`config.mk`:
```
export PLATFORM = sky130hd
export DESIGN_NAME = epf_access_port
export DESIGN_NICKNAME = d
export VERILOG_FILES = /design/src/rtl/epf_pkg.sv /design/src/rtl/epf_fifo.sv /design/src/rtl/epf_rx_fsm.sv /design/src/rtl/epf_access_port.sv
export SDC_FILE = /design/constraint.sdc
export NUM_CORES = 2
export LEC_CHECK = 0
export BUFFER_PORTS_ARGS = -buffer_cell sky130_fd_sc_hd__buf_2
export CAP_MARGIN = 20
export CORE_ASPECT_RATIO = 1.75
export CORE_UTILIZATION = 55
export DETAILED_ROUTE_END_ITERATION = 16
export GPL_TIMING_DRIVEN = 0
export HOLD_SLACK_MARGIN = 0.15
export PLACE_DENSITY = 0.71
export SLEW_MARGIN = 10
export SYNTH_ARGS = -nofsm -noshare
export SYNTH_HDL_FRONTEND = slang
export SYNTH_HIERARCHICAL = 1
export SYNTH_SLANG_ARGS = --single-unit
```
`constraint.sdc`:
```
create_clock -name clk -period 5.78 [get_ports clk]
set_clock_uncertainty 0.05 [all_clocks]
set_input_delay 0 -clock clk [delete_from_list [all_inputs] [get_ports clk]]
set_output_delay 0 -clock clk [all_outputs]
set_load 0.05 [all_outputs]
```
`src/rtl/epf_pkg.sv`:
```
`timescale 1ns/1ps
package epf_pkg;
    typedef enum logic [1:0] {
        RX_IDLE = 2'd0,
        RX_FILL = 2'd1,
        RX_DONE = 2'd2
    } rx_state_t;
endpackage

```
`src/rtl/epf_fifo.sv`:
```
`timescale 1ns/1ps
// Byte FIFO that can take or give up to two bytes per cycle.
// din[7:0] / head0 is the earlier byte; din[15:8] / head1 the later one.
module epf_fifo #(
    parameter int DEPTH = 64,
    parameter int CW    = 8
) (
    input  logic          clk,
    input  logic          rst_n,
    input  logic          flush,
    input  logic [1:0]    push_n,
    input  logic [15:0]   din,
    input  logic [1:0]    pop_n,
    output logic [7:0]    head0,
    output logic [7:0]    head1,
    output logic [CW-1:0] count
);
    localparam int AW = $clog2(DEPTH);

    logic [7:0]    mem [DEPTH];
    logic [AW-1:0] wptr;
    logic [AW-1:0] rptr;
    logic [AW-1:0] wptr_nx1;
    logic [AW-1:0] rptr_nx1;

    assign wptr_nx1 = wptr + AW'(1);
    assign rptr_nx1 = rptr + AW'(1);

    always_ff @(posedge clk) begin
        if (!flush) begin
            if (push_n != 2'd0) mem[wptr]     <= din[7:0];
            if (push_n == 2'd2) mem[wptr_nx1] <= din[15:8];
        end
    end

    always_ff @(posedge clk or negedge rst_n) begin
        if (!rst_n) begin
            wptr  <= '0;
            rptr  <= '0;
            count <= '0;
        end else if (flush) begin
            wptr  <= '0;
            rptr  <= '0;
            count <= '0;
        end else begin
            wptr  <= wptr + AW'(push_n);
            rptr  <= rptr + AW'(pop_n);
            count <= count + CW'(push_n) - CW'(pop_n);
        end
    end

    assign head0 = mem[rptr];
    assign head1 = mem[rptr_nx1];

    // occupancy never leaves 0..DEPTH
    p_count_bound_r6: assert property (@(posedge clk) disable iff (!rst_n)
        count <= CW'(DEPTH));
    // the caller never pushes beyond the free space
    p_no_overflow_r6: assert property (@(posedge clk) disable iff (!rst_n)
        !flush |-> (CW'(push_n) <= CW'(DEPTH) - count));
    // the caller never pops more than is stored
    p_no_underflow_r8: assert property (@(posedge clk) disable iff (!rst_n)
        !flush |-> (CW'(pop_n) <= count));
endmodule

```
`src/rtl/epf_rx_fsm.sv`:
```
`timescale 1ns/1ps
// Tracks receive packet boundaries and latches packet length.
module epf_rx_fsm
    import epf_pkg::*;
#(
    parameter int CW = 8
) (
    input  logic          clk,
    input  logic          rst_n,
    input  logic          clr,
    input  logic          push_ok,
    input  logic          pkt_end,
    output logic [CW-1:0] pkt_len,
    output logic          pkt_ready
);
    rx_state_t     state;
    rx_state_t     state_nx;
    logic [CW-1:0] run_cnt;
    logic [CW-1:0] run_cnt_inc;

    assign run_cnt_inc = run_cnt + CW'(push_ok);

    always_comb begin
        state_nx = state;
        unique case (state)
            RX_IDLE: if (pkt_end) state_nx = RX_DONE;
                     else if (push_ok) state_nx = RX_FILL;
            RX_FILL: if (pkt_end) state_nx = RX_DONE;
            RX_DONE: if (pkt_end) state_nx = RX_DONE;
                     else if (push_ok) state_nx = RX_FILL;
            default: state_nx = RX_IDLE;
        endcase
        if (clr) state_nx = RX_IDLE;
    end

    always_ff @(posedge clk or negedge rst_n) begin
        if (!rst_n) state <= RX_IDLE;
        else        state <= state_nx;
    end

    always_ff @(posedge clk or negedge rst_n) begin
        if (!rst_n) begin
            run_cnt <= '0;
            pkt_len <= '0;
        end else if (clr) begin
            run_cnt <= '0;
            pkt_len <= '0;
        end else if (pkt_end) begin
            run_cnt <= '0;
            pkt_len <= run_cnt_inc;
        end else begin
            run_cnt <= run_cnt_inc;
        end
    end

    assign pkt_ready = (state == RX_DONE);

    // a packet end always lands in RX_DONE
    p_done_after_end_r10: assert property (@(posedge clk) disable iff (!rst_n)
        (pkt_end && !clr) |=> pkt_ready);
    // clear always returns to idle
    p_clr_idle_r9: assert property (@(posedge clk) disable iff (!rst_n)
        clr |=> (state == RX_IDLE) && (pkt_len == '0));
endmodule

```
`src/rtl/epf_access_port.sv`:
```
`timescale 1ns/1ps
module epf_access_port #(
    parameter int DEPTH = 64,
    parameter int CW    = 8
) (
    input  logic          clk,
    input  logic          rst_n,
    input  logic          host_wr,
    input  logic          host_rd,
    input  logic          host_word,
    input  logic [15:0]   host_wdata,
    output logic [15:0]   host_rdata,
    input  logic          cfg_wr_big,
    input  logic          cfg_rd_big,
    input  logic          ctrl_clr,
    input  logic          in_flush,
    output logic [CW-1:0] in_count,
    output logic          in_overrun,
    input  logic          sie_in_pop,
    output logic [7:0]    sie_in_byte,
    output logic          sie_in_avail,
    input  logic          sie_out_push,
    input  logic [7:0]    sie_out_byte,
    input  logic          sie_out_end,
    input  logic          sie_out_err,
    output logic [CW-1:0] out_count,
    output logic [CW-1:0] out_pkt_len,
    output logic          out_pkt_ready,
    output logic          out_data_err,
    output logic          out_underrun
);
    localparam logic [CW-1:0] FULL = CW'(DEPTH);

    // ---------------- IN side (host writes, engine reads) ----------------
    logic [CW-1:0] in_room;
    logic [CW-1:0] in_need;
    logic          in_fits;
    logic [1:0]    in_push_n;
    logic [1:0]    in_pop_n;
    logic [15:0]   in_din;
    logic [7:0]    in_head1_unused;

    assign in_room = FULL - in_count;
    assign in_need = host_word ? CW'(2) : CW'(1);
    assign in_fits = (in_need <= in_room);

    always_comb begin
        in_push_n = 2'd0;
        if (host_wr && !in_flush && in_fits) in_push_n = host_word ? 2'd2 : 2'd1;
        in_pop_n = (sie_in_pop && !in_flush && in_count != '0) ? 2'd1 : 2'd0;
        // earlier byte goes in din[7:0]
        if (host_word && cfg_wr_big) in_din = {host_wdata[7:0], host_wdata[15:8]};
        else                         in_din = host_wdata;
    end

    epf_fifo #(.DEPTH(DEPTH), .CW(CW)) u_in_fifo (
        .clk    (clk),
        .rst_n  (rst_n),
        .flush  (in_flush),
        .push_n (in_push_n),
        .din    (in_din),
        .pop_n  (in_pop_n),
        .head0  (sie_in_byte),
        .head1  (in_head1_unused),
        .count  (in_count)
    );

    assign sie_in_avail = (in_count != '0);

    always_ff @(posedge clk or negedge rst_n) begin
        if (!rst_n)                           in_overrun <= 1'b0;
        else if (in_flush)                    in_overrun <= 1'b0;
        else if (host_wr && !in_fits)         in_overrun <= 1'b1;
    end

    // ---------------- OUT side (engine writes, host reads) ----------------
    logic          out_push_ok;
    logic [1:0]    out_pop_n;
    logic [7:0]    out_head0;
    logic [7:0]    out_head1;
    logic          out_empty;
    logic          out_pair;
    logic [15:0]   rd_word;

    assign out_empty   = (out_count == '0);
    assign out_pair    = (out_count >= CW'(2));
    assign out_push_ok = sie_out_push && !ctrl_clr && (out_count != FULL);

    always_comb begin
        out_pop_n = 2'd0;
        if (host_rd && !ctrl_clr && !out_empty)
            out_pop_n = (host_word && out_pair) ? 2'd2 : 2'd1;
    end

    always_comb begin
        if (out_empty)       rd_word = 16'h0000;
        else if (!host_word) rd_word = {8'h00, out_head0};
        else if (out_pair)   rd_word = cfg_rd_big ? {out_head0, out_head1}
                                                  : {out_head1, out_head0};
        else                 rd_word = cfg_rd_big ? {out_head0, 8'h00}
                                                  : {8'h00, out_head0};
    end

    epf_fifo #(.DEPTH(DEPTH), .CW(CW)) u_out_fifo (
        .clk    (clk),
        .rst_n  (rst_n),
        .flush  (ctrl_clr),
        .push_n (out_push_ok ? 2'd1 : 2'd0),
        .din    ({8'h00, sie_out_byte}),
        .pop_n  (out_pop_n),
        .head0  (out_head0),
        .head1  (out_head1),
        .count  (out_count)
    );

    always_ff @(posedge clk or negedge rst_n) begin
        if (!rst_n) begin
            host_rdata   <= '0;
            out_underrun <= 1'b0;
            out_data_err <= 1'b0;
        end else if (ctrl_clr) begin
            out_underrun <= 1'b0;
            out_data_err <= 1'b0;
        end else begin
            if (host_rd)              host_rdata   <= rd_word;
            if (host_rd && out_empty) out_underrun <= 1'b1;
            if (sie_out_err)          out_data_err <= 1'b1;
        end
    end

    epf_rx_fsm #(.CW(CW)) u_rx_fsm (
        .clk       (clk),
        .rst_n     (rst_n),
        .clr       (ctrl_clr),
        .push_ok   (out_push_ok),
        .pkt_end   (sie_out_end),
        .pkt_len   (out_pkt_len),
        .pkt_ready (out_pkt_ready)
    );

    // a byte write into a full IN FIFO leaves it full and flags it
    p_full_hold_r7: assert property (@(posedge clk) disable iff (!rst_n)
        (host_wr && !in_flush && !sie_in_pop && in_count == FULL)
        |=> (in_count == FULL) && in_overrun);
    // overrun stays until flushed
    p_overrun_sticky_r7: assert property (@(posedge clk) disable iff (!rst_n)
        (in_overrun && !in_flush) |=> in_overrun);
    // read on empty returns zero and flags underrun
    p_underrun_set_r8: assert property (@(posedge clk) disable iff (!rst_n)
        (host_rd && out_count == '0 && !ctrl_clr)
        |=> out_underrun && (host_rdata == 16'h0000) && (out_count == '0));
    // underrun stays until cleared
    p_underrun_sticky_r8: assert property (@(posedge clk) disable iff (!rst_n)
        (out_underrun && !ctrl_clr) |=> out_underrun);
    // data error stays until cleared
    p_err_sticky_r9: assert property (@(posedge clk) disable iff (!rst_n)
        (out_data_err && !ctrl_clr) |=> out_data_err);
    // clear strobe empties the OUT FIFO and drops the error
    p_clr_flush_r9: assert property (@(posedge clk) disable iff (!rst_n)
        ctrl_clr |=> (out_count == '0) && !out_data_err && !out_underrun);
    // byte reads keep the upper half zero
    p_byte_upper_r1: assert property (@(posedge clk) disable iff (!rst_n)
        (host_rd && !host_word && !ctrl_clr) |=> (host_rdata[15:8] == 8'h00));
endmodule

```
Word-level counts from Yosys, hierarchy flattened
Memory sizes are Yosys's and may differ from the RTL's.
Index checks and enable logic that the tools add are counted.
{"block": "totals", "reg_bits": 77, "word_cells": 116, "out_inout_bits": 53, "mem_bits_rw": 1024, "memories": 2}
{"name": "u_in_fifo.mem", "words": 64, "word_bits": 8, "rd": 1, "rd_ports_with_merged_regs": 0, "wr": 2, "line": "epf_fifo.sv:20", "rtl": "logic [7:0] mem [DEPTH];"}
{"name": "u_out_fifo.mem", "words": 64, "word_bits": 8, "rd": 2, "rd_ports_with_merged_regs": 0, "wr": 1, "line": "epf_fifo.sv:20"}
{"block": "classes", "reduce_logical": 29, "mux": 49, "magnitude_cmp": 2, "n_addsub": 13, "n_eq_ne": 7, "n_bitwise": 1}
{"op": "$mux W16", "n": 6}
{"op": "$mux W8", "n": 7}
{"op": "$mux W6", "n": 5}
{"op": "$mux W1", "n": 21}
{"op": "$add A6 B1 Y6 const B", "n": 3}
{"op": "$mux W2", "n": 9}
{"op": "$add A8 B1 Y8", "n": 2}
{"op": "$add A6 B1 Y6", "n": 2}
{"op": "$add A6 B2 Y6", "n": 2}
{"op": "$logic_and A1 B1 Y1", "n": 12}
{"op": "$reduce_bool A2 Y1", "n": 6}
{"op": "$add A8 B2 Y8", "n": 1}
{"op": "$ge A8 B2 Y1 const B", "n": 1}
{"op": "$le A2 B8 Y1", "n": 1}
{"op": "$logic_not A8 Y1", "n": 1}
{"op": "$ne A8 B7 Y1 const B", "n": 1}
{"op": "$reduce_bool A8 Y1", "n": 1}
{"op": "$reduce_or A8 Y1", "n": 1}
{"op": "$sub A7 B8 Y8 const A", "n": 1}
{"op": "$sub A8 B1 Y8", "n": 1}
{"op": "$sub A8 B2 Y8", "n": 1}
{"op": "$eq A2 B2 Y1 const B", "n": 2}
{"op": "$logic_not A1 Y1", "n": 4}
{"op": "$ne A4 B1 Y1 const B", "n": 1}
{"op": "other kinds (8)", "n": 9}

Depth between registers and ports, before layout
{"block": "depth", "word_depth": 10, "mapped_depth": 17, "ltp_nobuf": 17}

Hierarchy
Netlist, hierarchy kept.
{"module": "epf_fifo at u_out_fifo", "cells_each": 2001, "instances": 1, "area_each_um2": 32437.4}
{"module": "epf_fifo at u_in_fifo", "cells_each": 1994, "instances": 1, "area_each_um2": 32424.8}
{"module": "epf_access_port", "cells_each": 163, "instances": 1, "area_each_um2": 1512.7}
{"module": "epf_rx_fsm", "cells_each": 72, "instances": 1, "area_each_um2": 770.7}

Worst setup path after synthesis
OpenSTA, ideal clock, no wires.
{"block": "synth_timing", "path_type": "reg-to-reg", "from": "reg u_in_fifo.count[0]", "to": "reg u_in_fifo.count[7]", "synth_period_minus_slack_ns": 4.554, "arrival_time_ns": 4.368, "path_stages_with_launch": 18, "setup_time_ns": 0.135, "setup_slack_ns": 1.226, "path_cell_list": "dfrtp_1 > inv_1 > ha_1 > inv_1 > ha_1 > nor2b_1 > o21a_1 > a311oi_1 > inv_2 > fa_1 > inv_1 > ha_1 > a21o_1 > a21oi_1 > o21bai_1 > a2111oi_0 > o21ai_0 > nor3b_1"}
{"block": "synth_between", "elab_chain_cells": 7, "word_cells_on_any_way": 10, "classes_between": "3 x add/sub; 1 x order compare; 3 x mux; 3 x reduce/logical"}
{"item": "start: declaration", "line": "epf_fifo.sv:16", "rtl": "output logic [CW-1:0] count"}
{"item": "start signal: assignment", "line": "epf_fifo.sv:48", "rtl": "count <= count + CW'(push_n) - CW'(pop_n);"}
{"item": "$sub A7 B8 Y8", "line": "epf_access_port.sv:43", "rtl": "assign in_room = FULL - in_count;"}
{"item": "$le A2 B8 Y1", "line": "epf_access_port.sv:45", "rtl": "assign in_fits = (in_need <= in_room);"}
{"item": "$logic_and A1 B1 Y1", "line": "epf_access_port.sv:49", "rtl": "if (host_wr && !in_flush && in_fits) in_push_n = host_word ? 2'd2 : 2'd1;"}
{"item": "$mux W2", "line": "epf_access_port.sv:49"}
{"item": "named net in_push_n[1]", "line": "epf_access_port.sv:38", "rtl": "logic [1:0] in_push_n;"}
{"item": "$add A8 B2 Y8", "line": "epf_fifo.sv:48"}
{"item": "$sub A8 B1 Y8", "line": "epf_fifo.sv:48"}
{"item": "$mux W8", "line": "epf_fifo.sv:41", "rtl": "end else if (flush) begin"}
The timed path passes the listed nets, and every way through them passes these cells.
A chain may end at the register's enable or synchronous reset.

==> metrics.txt <==
outcome finished, violations left; failing checks max-slew violations; Synth-to-Final Area Change 10.73%; Hold WS 188.8 ps; layout cells sized above 1 0.4654; Startpoint Class flop; PwrDens 305.9 mW/mm2; FP Rows 164; Period Utilization, post-route 0.9496; Starting Density 0.5537; max incr delay on CP between 900 and 1000 ps; vias per cell 6.967; Routed WL 235.2 mm; Setup-failing EPs final 0; Core Box Area 0.1141 mm2; number of CTS-inserted buffers about 100; post-route minimum period 5488 ps; critical path's slowest cell nor2_1; vias 41130; Max-slew headroom -0.2111; Clock Sinks 1101; mapped cell area ~0.063 mm2; H-tree Lvls 3; RSZ-0062 raised after global routing false; leakage 22.90 nW; I/O pins 90; clk buf depth 3; Die ar. 0.1163 mm2; critical path peak fanout 9; Iter 0 DRT Violations 4449; initial antenna violation count 7; FMAX 182.2 MHz; Hold Violations, Final 0; Fin Setup TNS 0 ps; Filler cells between 8000 and 9000; first-pass detailed-route iteration total 6; final RePlAce weighted congestion 1.033; post-route ant nets 0; Max Cap Violations 0; root buffer cell clkbuf_16; final slew viol count 14; crit end category flop; YS warnings 6; # DRC 0; Worst-Margin Slew approximately 1800 ps; Mapped Avg Cell Area 15.78 um2; GR Overflow Total 0; largest net degree at the start of global routing 55; # nets final between 4000 and 5000; CP Cell Sequence inv_1, ha_1, inv_1, ha_1, nor2b_1, o21a_1, a311oi_1, inv_2, or4_1, buf_2, nor2_1, nand2_1, o21ai_1; port bufs between 80 and 90; Crit path arrival time 5790 ps; cell count after synthesis between 4000 and 5000; die width between 200 and 300 um; post-DR wirelength/cell 39.85 um; worst vdd rail ir drop 0.2561 mV; TritonCTS clock tree built; vias in the first global route 42730; Clk Latency, worst-skew pair 760 ps; Hold Path Cell Cnt 4; global-route wire length before repair 325.0 mm; post-cts gate resize count 0; Worst Hold Class in2reg; cell depth of the worst flop-to-flop path 13; CP required 6080 ps; clock transition at the registers of the reported paths 60 ps; Die H ~450 um; dpl hpwl 176.8 mm; GRT Overall Usage 0.4093; critical path class reg2reg
where the power goes:
part           internal [W]  switching (W)  leakage, nW
Sequential          0.00886       0.000112         10.2
Combinational       0.00204        0.00336         11.0
Clock               0.00386        0.00317         1.64
Total                0.0148        0.00664         22.9
metrics by stage:
stage | utilization | total power [W] | instance area [um2] | setup slack [ps] | std cells
global placement | 0.5741 | 0.01411 | 65500 | -467.7 | 5593
CTS | 0.6112 | 0.02118 | 69730 | 580.0 | 5875
global route | 0.6130 | 0.02180 | 69940 | 277.0 | 5898
detailed placement | 0.5788 | 0.01422 | 66040 | 602.9 | 5651
floorplan | - | 0.01240 | 63220 | 1226 | 4018
finish | 0.6131 | 0.02140 | 69950 | 291.5 | 5903
layout by cell type (no fill, tap or decap), drive strengths merged, types with 11 or more instances in the layout:
cell	n
a21oi	37
a22o	15
a22oi	63
and2	32
buf	355
clkbuf	386
clkinv	44
conb	16
dfrtp	77
dlygate4sd3	32
edfxtp	1024
ha	32
inv	43
mux2	1057
mux2i	53
mux4	450
nand2	131
nand2b	11
nand3	17
nor2	108
nor2b	42
nor3	15
o21ai	112
o21bai	28
o22ai	41
o311ai	16
or2	19
or3	26
xnor2	23
xor2	18
what timing repair did:
| action | 4_1_cts | 5_1_grt |
|---|---|---|
| buffers inserted | 0 | 0 |
| hold buffers | 30 | 3 |
| endpoints found under the hold margin | 141 | 8 |
critical path: cells and delay by family, from the launching register on:
family	cells	cell delay [ps]
AOI/OAI and AO/OA	3	1310
adders and majority gates	2	540
buffers and inverters	4	470
DFF	1	430
and+or+nand+nor	4	2280
layer usage:
layer / global-route usage / wire [um] / up-vias
met5: 0 / 9 / -
met4: 0.4630 / 33480 / 2
met3: 0.08901 / 17250 / 1140
met2: 0.7079 / 119400 / 2492
met1: 0.3696 / 65140 / 20900
li1: - / - / 16590
area by class of cell:
cell class / instances / area [um2] / area share
diodes: 6 / 15.01 / 0.0002146
plain buffers: 451 / 2021 / 0.02889
well taps: 1494 / 1869 / 0.02672
multi-input cells: 2426 / 28410 / 0.4061
repair buffers: 191 / 1423 / 0.02034
clock buffers: 131 / 2778 / 0.03971
inverters: 40 / 150.1 / 0.002146
clock inverters: 63 / 608.1 / 0.008693
flip-flops and latches: 1101 / 32680 / 0.4671
state kept, by name (all words and copies together) (netlist names), 8 cells and up:
signal,count
host_rdata,16
u_in_fifo/count,8
u_in_fifo/mem,512
u_out_fifo/count,8
u_out_fifo/mem,512
u_rx_fsm/pkt_len,8
u_rx_fsm/run_cnt,8
worst paths after layout:
path | to | slack, ps | start
min in group asynchronous | u_out_fifo/rptr[3] | 230 | rst_n
setup reg to reg | u_in_fifo/mem[47][2] | 290 | u_in_fifo/count[1]
setup / recovery | u_in_fifo/mem[47][2] | 290 | u_in_fifo/count[1]
hold reg to reg | u_rx_fsm/state[1] | 450 | u_rx_fsm/state[0]
max in group asynchronous | u_in_fifo/rptr[2] | 4880 | rst_n
hold / removal | u_in_fifo/mem[1][4] | 190 | host_wdata[4]
Power figures use the tool's default switching activity.
